`src/rtl/sc_pin_pkg.sv`:
```
package sc_pin_pkg;
  localparam int unsigned REG_W    = 8;
  localparam int unsigned NUM_PINS = 3;

  typedef struct packed {
    logic rsvd;
    logic isolate;
    logic clk_hold;
    logic card_rst;
    logic c8_bit;
    logic c4_bit;
    logic clk_lvl;
    logic io_bit;
  } ctrl_reg_t;

  localparam ctrl_reg_t CTRL_RESET = '{rsvd: 1'b0, isolate: 1'b1, clk_hold: 1'b1,
                                       card_rst: 1'b0, c8_bit: 1'b0, c4_bit: 1'b0,
                                       clk_lvl: 1'b0, io_bit: 1'b0};

  typedef enum logic {CK_RUN = 1'b0, CK_HOLD = 1'b1} ck_state_e;
endpackage

```
`src/rtl/sc_ctrl_reg.sv`:
```
module sc_ctrl_reg
  import sc_pin_pkg::*;
(
  input  logic             clk_i,
  input  logic             rst_ni,
  input  logic             wr_en_i,
  input  logic [REG_W-1:0] wr_data_i,
  output ctrl_reg_t        ctrl_o,
  output logic [REG_W-1:0] rd_data_o
);
  ctrl_reg_t ctrl_q;

  always_ff @(posedge clk_i or negedge rst_ni) begin
    if (!rst_ni) ctrl_q <= CTRL_RESET;
    else if (wr_en_i) ctrl_q <= ctrl_reg_t'({1'b0, wr_data_i[REG_W-2:0]});
  end

  assign ctrl_o    = ctrl_q;
  assign rd_data_o = ctrl_q;

  p_rsvd_zero_r1: assert property (@(posedge clk_i) disable iff (!rst_ni)
    wr_en_i |=> (rd_data_o[REG_W-1] == 1'b0));
endmodule

```
`src/rtl/sc_pin_route.sv`:
```
module sc_pin_route #(
  parameter int unsigned PINS = 3
) (
  input  logic            clk_i,
  input  logic            rst_ni,
  input  logic            isolate_i,
  input  logic [PINS-1:0] sw_bits_i,
  input  logic [PINS-1:0] host_in_i,
  input  logic [PINS-1:0] card_in_i,
  output logic [PINS-1:0] host_oe_o,
  output logic [PINS-1:0] card_oe_o
);
  for (genvar p = 0; p < PINS; p++) begin : g_pin
    logic host_oe_q, card_oe_q;
    logic card_oe_d, host_oe_d;

    // card side wins when both sides go low together
    always_comb begin
      if (isolate_i) begin
        card_oe_d = ~sw_bits_i[p];
        host_oe_d = 1'b0;
      end else begin
        card_oe_d = ~host_in_i[p] & ~host_oe_q;
        host_oe_d = ~card_in_i[p] & ~card_oe_q & ~card_oe_d;
      end
    end

    always_ff @(posedge clk_i or negedge rst_ni) begin
      if (!rst_ni) begin
        card_oe_q <= 1'b1;
        host_oe_q <= 1'b0;
      end else begin
        card_oe_q <= card_oe_d;
        host_oe_q <= host_oe_d;
      end
    end

    assign card_oe_o[p] = card_oe_q;
    assign host_oe_o[p] = host_oe_q;

    p_host_released_r3: assert property (@(posedge clk_i) disable iff (!rst_ni)
      isolate_i |=> !host_oe_o[p]);
    p_no_double_drive_r4: assert property (@(posedge clk_i) disable iff (!rst_ni)
      !(host_oe_o[p] && card_oe_o[p]));
  end
endmodule

```
`src/rtl/sc_clk_switch.sv`:
```
module sc_clk_switch
  import sc_pin_pkg::*;
#(
  parameter int unsigned SYNC_STAGES = 2
) (
  input  logic clk_i,
  input  logic rst_ni,
  input  logic src_clk_i,
  input  logic hold_i,
  input  logic level_i,
  output logic card_clk_o
);
  logic [SYNC_STAGES-1:0] hold_sync_q;
  logic                   hold_req;
  logic                   src_q;
  logic                   clk_q;
  ck_state_e              state_q;

  always_ff @(posedge clk_i or negedge rst_ni) begin
    if (!rst_ni) hold_sync_q <= '1;
    else         hold_sync_q <= {hold_sync_q[SYNC_STAGES-2:0], hold_i};
  end
  assign hold_req = hold_sync_q[SYNC_STAGES-1];

  always_ff @(posedge clk_i or negedge rst_ni) begin
    if (!rst_ni) begin
      state_q <= CK_HOLD;
      clk_q   <= 1'b0;
      src_q   <= 1'b0;
    end else begin
      src_q <= src_clk_i;
      unique case (state_q)
        CK_RUN: begin
          // freeze only once source already sits at the hold level
          if (hold_req && (src_clk_i == level_i)) begin
            state_q <= CK_HOLD;
            clk_q   <= level_i;
          end else begin
            clk_q   <= src_clk_i;
          end
        end
        CK_HOLD: begin
          // rejoin only on a source edge so no phase is cut short
          if (!hold_req && (src_clk_i != src_q)) begin
            state_q <= CK_RUN;
            clk_q   <= src_clk_i;
          end else begin
            clk_q   <= level_i;
          end
        end
        default: state_q <= CK_HOLD;
      endcase
    end
  end

  assign card_clk_o = clk_q;

  p_clk_edge_cause_r7: assert property (@(posedge clk_i) disable iff (!rst_ni)
    !$stable(card_clk_o) |-> (($past(src_clk_i) != $past(src_clk_i, 2)) ||
                              ($past(level_i) != $past(level_i, 2))));
  p_hold_level_r5: assert property (@(posedge clk_i) disable iff (!rst_ni)
    (state_q == CK_HOLD && $past(state_q) == CK_HOLD) |-> (card_clk_o == $past(level_i)));
endmodule

```
`src/rtl/sc_in_sync.sv`:
```
module sc_in_sync #(
  parameter int unsigned WIDTH  = 3,
  parameter int unsigned STAGES = 2
) (
  input  logic             clk_i,
  input  logic             rst_ni,
  input  logic [WIDTH-1:0] d_i,
  output logic [WIDTH-1:0] q_o
);
  logic [WIDTH-1:0] stage_q [STAGES];

  for (genvar s = 0; s < STAGES; s++) begin : g_stage
    always_ff @(posedge clk_i or negedge rst_ni) begin
      if (!rst_ni) stage_q[s] <= '0;
      else if (s == 0) stage_q[s] <= d_i;
      else stage_q[s] <= stage_q[(s == 0) ? 0 : s-1];
    end
  end

  assign q_o = stage_q[STAGES-1];
endmodule

```
`src/rtl/sc_pin_ctrl.sv`:
```
module sc_pin_ctrl
  import sc_pin_pkg::*;
#(
  parameter int unsigned SYNC_STAGES = 2
) (
  input  logic                clk_i,
  input  logic                rst_ni,
  input  logic                wr_en_i,
  input  logic [REG_W-1:0]    wr_data_i,
  output logic [REG_W-1:0]    rd_data_o,
  input  logic                src_clk_i,
  input  logic [NUM_PINS-1:0] host_in_i,
  output logic [NUM_PINS-1:0] host_oe_o,
  input  logic [NUM_PINS-1:0] card_in_i,
  output logic [NUM_PINS-1:0] card_oe_o,
  output logic                card_clk_o,
  output logic                card_rst_o,
  output logic [NUM_PINS-1:0] status_o
);
  ctrl_reg_t           ctrl;
  logic [NUM_PINS-1:0] sw_bits;

  sc_ctrl_reg u_reg (
    .clk_i     (clk_i),
    .rst_ni    (rst_ni),
    .wr_en_i   (wr_en_i),
    .wr_data_i (wr_data_i),
    .ctrl_o    (ctrl),
    .rd_data_o (rd_data_o)
  );

  assign sw_bits = {ctrl.c8_bit, ctrl.c4_bit, ctrl.io_bit};

  sc_pin_route #(.PINS(NUM_PINS)) u_route (
    .clk_i     (clk_i),
    .rst_ni    (rst_ni),
    .isolate_i (ctrl.isolate),
    .sw_bits_i (sw_bits),
    .host_in_i (host_in_i),
    .card_in_i (card_in_i),
    .host_oe_o (host_oe_o),
    .card_oe_o (card_oe_o)
  );

  sc_clk_switch #(.SYNC_STAGES(SYNC_STAGES)) u_clk (
    .clk_i      (clk_i),
    .rst_ni     (rst_ni),
    .src_clk_i  (src_clk_i),
    .hold_i     (ctrl.clk_hold),
    .level_i    (ctrl.clk_lvl),
    .card_clk_o (card_clk_o)
  );

  sc_in_sync #(.WIDTH(NUM_PINS), .STAGES(SYNC_STAGES)) u_sync (
    .clk_i  (clk_i),
    .rst_ni (rst_ni),
    .d_i    (card_in_i),
    .q_o    (status_o)
  );

  assign card_rst_o = ctrl.card_rst;

  p_rst_follows_reg_r8: assert property (@(posedge clk_i) disable iff (!rst_ni)
    (wr_en_i && !wr_data_i[4]) |=> !card_rst_o);
endmodule

```
`config.mk`:
```
export PLATFORM = sky130hd
export DESIGN_NAME = sc_pin_ctrl
export DESIGN_NICKNAME = d
export VERILOG_FILES = /design/src/rtl/sc_pin_pkg.sv /design/src/rtl/sc_ctrl_reg.sv /design/src/rtl/sc_pin_route.sv /design/src/rtl/sc_clk_switch.sv /design/src/rtl/sc_in_sync.sv /design/src/rtl/sc_pin_ctrl.sv
export SDC_FILE = /design/constraint.sdc
export NUM_CORES = 1
export LEC_CHECK = 0
export BUFFER_PORTS_ARGS = -buffer_cell sky130_fd_sc_hd__buf_2
export CAP_MARGIN = 20
export CORE_MARGIN = 4
export CORE_UTILIZATION = 50
export DETAILED_ROUTE_END_ITERATION = 10
export PLACE_DENSITY = 0.88
export SYNTH_ARGS = -nofsm -noshare
export SYNTH_HDL_FRONTEND = slang
export SYNTH_SLANG_ARGS = --single-unit
```
`constraint.sdc`:
```
create_clock -name clk_i -period 2.25 [get_ports clk_i]
set_input_delay 0.225 -clock clk_i [delete_from_list [all_inputs] [get_ports clk_i]]
set_output_delay 0.225 -clock clk_i [all_outputs]
set_load 0.05 [all_outputs]
```
== Word level (Yosys, flattened, before mapping) ==
Cells that the tools add are included.
Storage, ports and cells
  register bits: 24
  bits in latches: 0
  bits in writable memories: 0
  memory bits (read-only): 0
  output and inout bits: 19
  logic and storage cells: 64
  memories kept: 0
Cells by class
  $add $sub $neg: 0
  multiply operators: 0
  divide/modulo/power cells: 0
  magnitude comparators: 0
  equal/unequal tests: 2
  shifts and indexed selects: 0
  muxes and demuxes: 12
  bitwise operators: 28
  reductions and logical operators: 3
Operators with widths (number)
  $not 1->1: 19
  $mux 1: 10
  $and 1x1->1: 9
  $pmux 1 s2: 2
  $logic_and 1x1->1: 2
  $eq 1x1->1: 1
  $logic_not 1->1: 1
  $ne 1x1->1: 1

== Depth between registers and ports, before layout ==
Gate-level depths: netlist (run 1).
  depth in word-level cells: 5
  depth in mapped cells: 3

== By module ==
A second synthesis (run 1) with hierarchy kept.
Unflattened totals
  cells, all modules: 73
  area total of the unflattened synthesis: 1027.2 µm²
By module, submodules not included
  sc_ctrl_reg: times used 1, cells each 25, area each 365.4 µm², sequential area each 177.7 µm²
  sc_pin_route: times used 1, cells each 25, area each 300.3 µm², sequential area each 153.9 µm²
  sc_clk_switch: times used 1, cells each 14, area each 188.9 µm², sequential area each 128.9 µm²
  sc_in_sync: times used 1, cells each 9, area each 172.7 µm², sequential area each 150.1 µm²

== Least setup slack after synthesis (run 1) ==
Ideal clock, no wire load.
  kind: reg2out
  start point: register u_reg.ctrl_q, in the netlist u_reg.ctrl_o[4]
  end point: output rd_data_o[4]
  arrival time: 0.900 ns
  data required time: 2.025 ns
  setup slack: 1.125 ns
  stages on the path, launching flop included: 2
  buffers on the path: 1
  cells stage by stage: dfrtp_1 -> buf_4
RTL lines
  start: declaration: line sc_ctrl_reg.sv:11  | ctrl_reg_t ctrl_q;
  start signal: assignment: line sc_ctrl_reg.sv:15  | else if (wr_en_i) ctrl_q <= ctrl_reg_t'({1'b0, wr_data_i[REG_W-2:0]});
  end: declaration: line sc_pin_ctrl.sv:10  | output logic [REG_W-1:0] rd_data_o,
No word-level cell between the ends.

== Worst setup path in the final report (run 1) ==
  start point: register u_reg.ctrl_q, in the netlist u_reg.ctrl_o[6]
  end point: output rd_data_o[6]
No word-level cell between the ends.

==> impl_metrics.csv, run 1 <==
group,metric,value,unit
yosys,ys_seq_elements,24,
placed_design,numPortBuffers,34,
floorplan,rows,15,
setup_path,critPathMaxFanout,11,
timing,hold_violations,0,
timing,min_period,1.48,ns
setup_path,path_class,"reg -> out",
timing,setup_violations,0,
power_and_ir_drop,ir_worst_vdd,0.504,mV
timing,fin_crit_sh,65.7,%
clocking,cts.clk_slew.worst_paths,0.12,ns
cells_and_area,syn2layout_area_growth,11.6,%
yosys,netlist_top_cells_area,"dfrtp_1 42%, dfstp_2 22%, buf_4 11%",
setup_path,crit_slowest_cell,"dfstp_2",
setup_path,crit_buf_inv,1,
clocking,clock-sinks,24,
cells_and_area,utilization,60.1,%
detailed_routing,viasPerCell,4.85,
yosys,syn_inst,70,
timing,finalWorstSetupSlack,0.771,ns
setup_path,crit_cells,1,
hold_path,min_from,"card_in_i[2]",
detailed_routing,antenna_left,0,
setup_path,required,2.03,ns
yosys,syn_avg_cell_area,13.6,sq um
yosys,synth_area,951,sq um
setup_path,crit_path_start,"u_reg.ctrl_o[6]",
placed_design,place_area,1020,sq um
timing,slew_headroom,66.6,%
hold_path,hp-class,"in -> reg",
detailed_routing,wire_per_inst,13.1,um
placed_design,hpwl,1170,um
timing,max_clock_freq,676,MHz
floorplan,core_area,1760,sq um
yosys,syn_nets,88,
timing,fin_hold_ws,0.0405,ns
yosys,synth_cell_types,14,
flow_run,drv_cap,0,
placed_design,dp_slack,1.11,ns
clocking,cts_max_path_buffers,2,
clocking,clkLatencyLatePin,0.29,ns
timing,worstMarginPinSlew,0.500,ns
clocking,htree_levels,1,
cells_and_area,design_area,1060,sq um
setup_path,critical_path_arrival,1.25,ns
floorplan,num_io_pins,37,
global_routing,grt_overflow,0,
setup_path,critPathTopFamily,"flip-flops",
placed_design,placed_cells,113,
cells_and_area,final_nets,112,
cells_and_area,drive_gt1_share,57.0,%
yosys,seq_area_frac_synth,64.2,%
clocking,cts_setup_buffers,0,
global_routing,grt_pass1_vias,541,
detailed_routing,drc,0,
setup_path,cpPeakStageDelay,0.66,ns
timing,rsz0062_at_grt,"false",
detailed_routing,vias,572,
yosys,yosysTopAreaCell,"dfrtp_1",
cells_and_area,nFillCells,155,
floorplan,die_area,2660,sq um
timing,drv_slew,0,
global_routing,grt_max_degree,25,
global_routing,grt_pass1_wl,2470,um
clocking,root_buffer,"clkbuf_4",
placed_design,place.gp.congestion,0.651,
hold_path,min_path_cells,1,
outcome,status,"completed",
setup_path,critPathLaunchType,"flop",
cells_and_area,finalNonFillerCells,118,
global_routing,grt_usage,12.9,%
setup_path,worstPathCellList,"buf_2",
setup_path,r2r_cells,3,
detailed_routing,wl,1540,um
power_and_ir_drop,totalPowerFinal,0.919,mW
cells_and_area,antennaDiodeCount,0,
floorplan,start_util,53.9,%
yosys,yosysTopAreaCellShare,42.1,%
power_and_ir_drop,leakage,0.506,nW
setup_path,r2r_start,"u_clk.state_q",
floorplan,chipWidth,51.6,um
setup_path,cp-end-kind,"output pin",
detailed_routing,first_iter_violations,2,
timing,setup_tns,0,ns
timing,skew,0.00317,ns
clocking,cts_tree,"yes",
floorplan,die_h,51.6,um
yosys,yosys_warnings,0,
power_and_ir_drop,pwr_density_cell,866,nW/um^2
clocking,numCtsBuffers,3,
detailed_routing,dr.pass1.iters,3,
global_routing,grt_antenna_before_repair,0,
==> state kept, by name (all words and copies together) (netlist names) <==
name	cells
u_clk.state_q	1
u_clk.hold_sync_q	2
u_sync.q_o	3
u_reg.ctrl_o	7
u_sync.stage_q	3
u_route.g_pin.host_oe_q	3
u_clk.src_q	1
u_clk.card_clk_o	1
u_route.g_pin.card_oe_q	3
==> cell usage after synthesis <==
cell      count
dfrtp_1      16
buf_4        14
dfstp_2       8
mux2_2        7
nand2b_1      5
nor2_1        5
a21oi_1       3
nor4_1        3
o31ai_1       3
buf_6         2
a211oi_2      1
conb_1        1
o21ai_0       1
o22ai_1       1
==> layout make-up <==
cell class	count	area [sq um]	share of cell area (%)
tap	25	31.3	2.95
clock buffer	4	26.3	2.48
multi-input combinational	30	213	20.0
timing repair buffer	35	180	17.0
sequential	24	611	57.5
==> where the power goes <==
group	leakage [nW]	switching [mW]	total (mW)	internal [mW]
Clock	0.0150	0.114	0.183	0.0689
Combinational	0.214	0.160	0.222	0.0612
Sequential	0.277	0.0292	0.515	0.485
Total	0.506	0.303	0.919	0.615
==> kinds of logic (layout without fill, tap and decap cells) <==
logic type      count (synthesis)  after routing  synth area share [%]
compound gates                  9              9                  6.45
buf+inv                        16             39                  13.4
flops                          24             24                  64.2
mux                             7              7                  8.29
other cells                     1              1                 0.394
simple gates                   13             13                  7.24
==> worst paths after layout <==
kind,to,slack [ns]
max,rd_data_o[6],0.77
max in group asynchronous,u_reg.ctrl_o[6],1.48
min reg2reg,u_clk.hold_sync_q[1],0.37
max reg2reg,u_clk.state_q,1.19
min,u_sync.stage_q[5],0.04
min in group asynchronous,u_sync.q_o[1],0.41
==> metal layers <==
metal | GRT usage (%) | share of wire, %
met3 | 4.01 | 6.3
met1 | 16.0 | 41
met5 | 0 | 0
met2 | 21.4 | 51
met4 | 3.93 | 1.1
==> timing repair <==
item	4_1_cts	5_1_grt
resized for setup	0	0
hold buffers	1	0
hold endpoints to repair	16	0
==> cells in the final DEF, fill, tap and decap left out <==
master	instances
clkbuf_1	1
nor4_1	3
a21oi_1	3
o22ai_1	1
o31ai_1	3
mux2_2	7
nor2_1	5
buf_2	34
conb_1	1
clkbuf_4	3
dfrtp_1	16
nand2b_1	5
dfstp_2	8
a211oi_2	1
o21ai_0	1
dlygate4sd3_1	1
Power figures use the tool's default switching activity.
==> run 2, diff against run 1 <==
--- a/config.mk
+++ b/config.mk
@@ -8,9 +8,9 @@
 export BUFFER_PORTS_ARGS = -buffer_cell sky130_fd_sc_hd__buf_2
 export CAP_MARGIN = 20
 export CORE_MARGIN = 4
-export CORE_UTILIZATION = 50
+export CORE_UTILIZATION = 42
 export DETAILED_ROUTE_END_ITERATION = 10
-export PLACE_DENSITY = 0.88
+export PLACE_DENSITY = 0.79
 export SYNTH_ARGS = -nofsm -noshare
 export SYNTH_HDL_FRONTEND = slang
 export SYNTH_SLANG_ARGS = --single-unit
==> constraint.sdc (replaced) <==
create_clock -name clk_i -period 1.3 [get_ports clk_i]
set_input_delay 0.13 -clock clk_i [delete_from_list [all_inputs] [get_ports clk_i]]
set_output_delay 0.13 -clock clk_i [all_outputs]
set_load 0.05 [all_outputs]
==> impl_metrics.csv, run 2 (synthesis gave the netlist of run 1 again) <==
group,metric,value,unit
floorplan,rows,16,
timing,drv_slew,0,
clocking,cts_max_path_buffers,2,
global_routing,grt_pass1_wl,2990,um
cells_and_area,antennaDiodeCount,0,
cells_and_area,largest_reg_flops,7,
global_routing,grt_pass1_vias,662,
timing,worstMarginPinSlew,0.515,ns
clocking,htree_levels,1,
clocking,numCtsBuffers,3,
placed_design,dp_slack,0.247,ns
cells_and_area,final_cell_mix,"32 x buf_2, 16 x dfrtp_1, 8 x dlygate4sd3_1, 8 x dfstp_2, 7 x mux2_2",
timing,fin_hold_ws,0.0481,ns
power_and_ir_drop,pwr_density_cell,1450,nW/um^2
detailed_routing,dr.pass1.iters,3,
timing,hold_violations,0,
global_routing,grt_overflow,0,
floorplan,core_area,2060,sq um
cells_and_area,syn2layout_area_growth,21.6,%
flow_run,drv_cap,0,
setup_path,critPathLaunchType,"flop",
detailed_routing,wl,1710,um
setup_path,r2r_cells,3,
setup_path,cp-end-kind,"output pin",
power_and_ir_drop,ir_worst_vdd,0.755,mV
setup_path,critical_path_arrival,1.11,ns
global_routing,grt_max_degree,25,
global_routing,grt_antenna_before_repair,0,
power_and_ir_drop,totalPowerFinal,1.67,mW
setup_path,required,1.17,ns
timing,finalWorstSetupSlack,0.0577,ns
setup_path,critPathTopFamily,"flip-flops",
outcome,status,"completed",
clocking,cts_tree,"yes",
cells_and_area,final_common_cell,"buf_2",
setup_path,path_class,"reg -> out",
cells_and_area,final_nets,120,
detailed_routing,wire_per_inst,13.4,um
timing,fin_crit_sh,95.6,%
floorplan,chipWidth,55.6,um
floorplan,start_util,46.1,%
global_routing,grt_usage,12.5,%
hold_path,min_path_cells,2,
floorplan,die_area,3090,sq um
timing,setup_violations,0,
setup_path,cpPeakStageDelay,0.56,ns
power_and_ir_drop,leakage,0.548,nW
setup_path,crit_slowest_cell,"dfstp_2",
clocking,clock-sinks,24,
setup_path,worstPathCellList,"buf_2",
floorplan,num_io_pins,37,
cells_and_area,drive_gt1_share,54.5,%
timing,skew,0.00577,ns
placed_design,numPortBuffers,34,
detailed_routing,first_iter_violations,11,
floorplan,die_h,55.6,um
detailed_routing,vias,603,
setup_path,crit_cells,1,
timing,min_period,1.24,ns
detailed_routing,drc,0,
timing,max_clock_freq,805,MHz
placed_design,place.gp.congestion,0.689,
cells_and_area,nFillCells,182,
hold_path,hp-class,"in -> reg",
timing,rsz0062_at_grt,"false",
clocking,root_buffer,"clkbuf_4",
setup_path,critPathMaxFanout,2,
timing,slew_headroom,65.7,%
clocking,cts.clk_slew.worst_paths,0.13,ns
setup_path,crit_buf_inv,1,
detailed_routing,antenna_left,0,
clocking,clkLatencyLatePin,0.30,ns
detailed_routing,viasPerCell,4.71,
timing,setup_tns,0,ns
## run 2: cell type report
class / count / area [sq um] / share of cell area, %
clock buffers: 4 / 36.3 / 3.14
flip-flops and latches: 24 / 611 / 52.8
well taps: 27 / 33.8 / 2.92
repair buffers: 43 / 263 / 22.7
multi-input cells: 30 / 213 / 18.4
## run 2: per-layer routing
| layer | wire length (um) | share of wire [%] | GRT usage [%] |
|---|---|---|---|
| met1 | 642 | 38 | 14.5 |
| met4 | 76 | 4.4 | 7.64 |
| met5 | 0 | 0 | 0 |
| met3 | 128 | 7.5 | 3.02 |
| met2 | 862 | 50 | 20.6 |
## run 2: path summary, 6_finish.rpt
kind,startpoint,end,slack (ns)
worst max register to register,u_clk.hold_sync_q[1],u_clk.state_q,0.28
worst min register to register,u_clk.hold_sync_q[0],u_clk.hold_sync_q[1],0.36
worst max-delay path,u_route.g_pin[0].card_oe_q,card_oe_o[0],0.06
max in group asynchronous,rst_ni,u_clk.state_q,0.61
min in group asynchronous,rst_ni,u_route.g_pin[1].host_oe_q,0.32
worst min-delay path,wr_data_i[3],u_reg.ctrl_o[3],0.05
## run 2: what timing repair did
action                                  CTS  global route
hold buffers                              8             0
endpoints found under the setup margin    1             1
gates resized for setup                   1             1
endpoints found under the hold margin    26             0
buffers inserted                          1             0
## run 2: report_power, final
group,internal [mW],switching [mW]
Sequential,0.839,0.0423
Clock,0.171,0.205
Combinational,0.128,0.290
## run 2: stage by stage
stage	util, %	cells	instance area, sq um
floorplan	-	70	951
global placement	49.8	115	1030
detailed placement	49.8	115	1030
CTS	55.9	128	1150
global route	56.1	128	1160
finish	56.1	128	1160
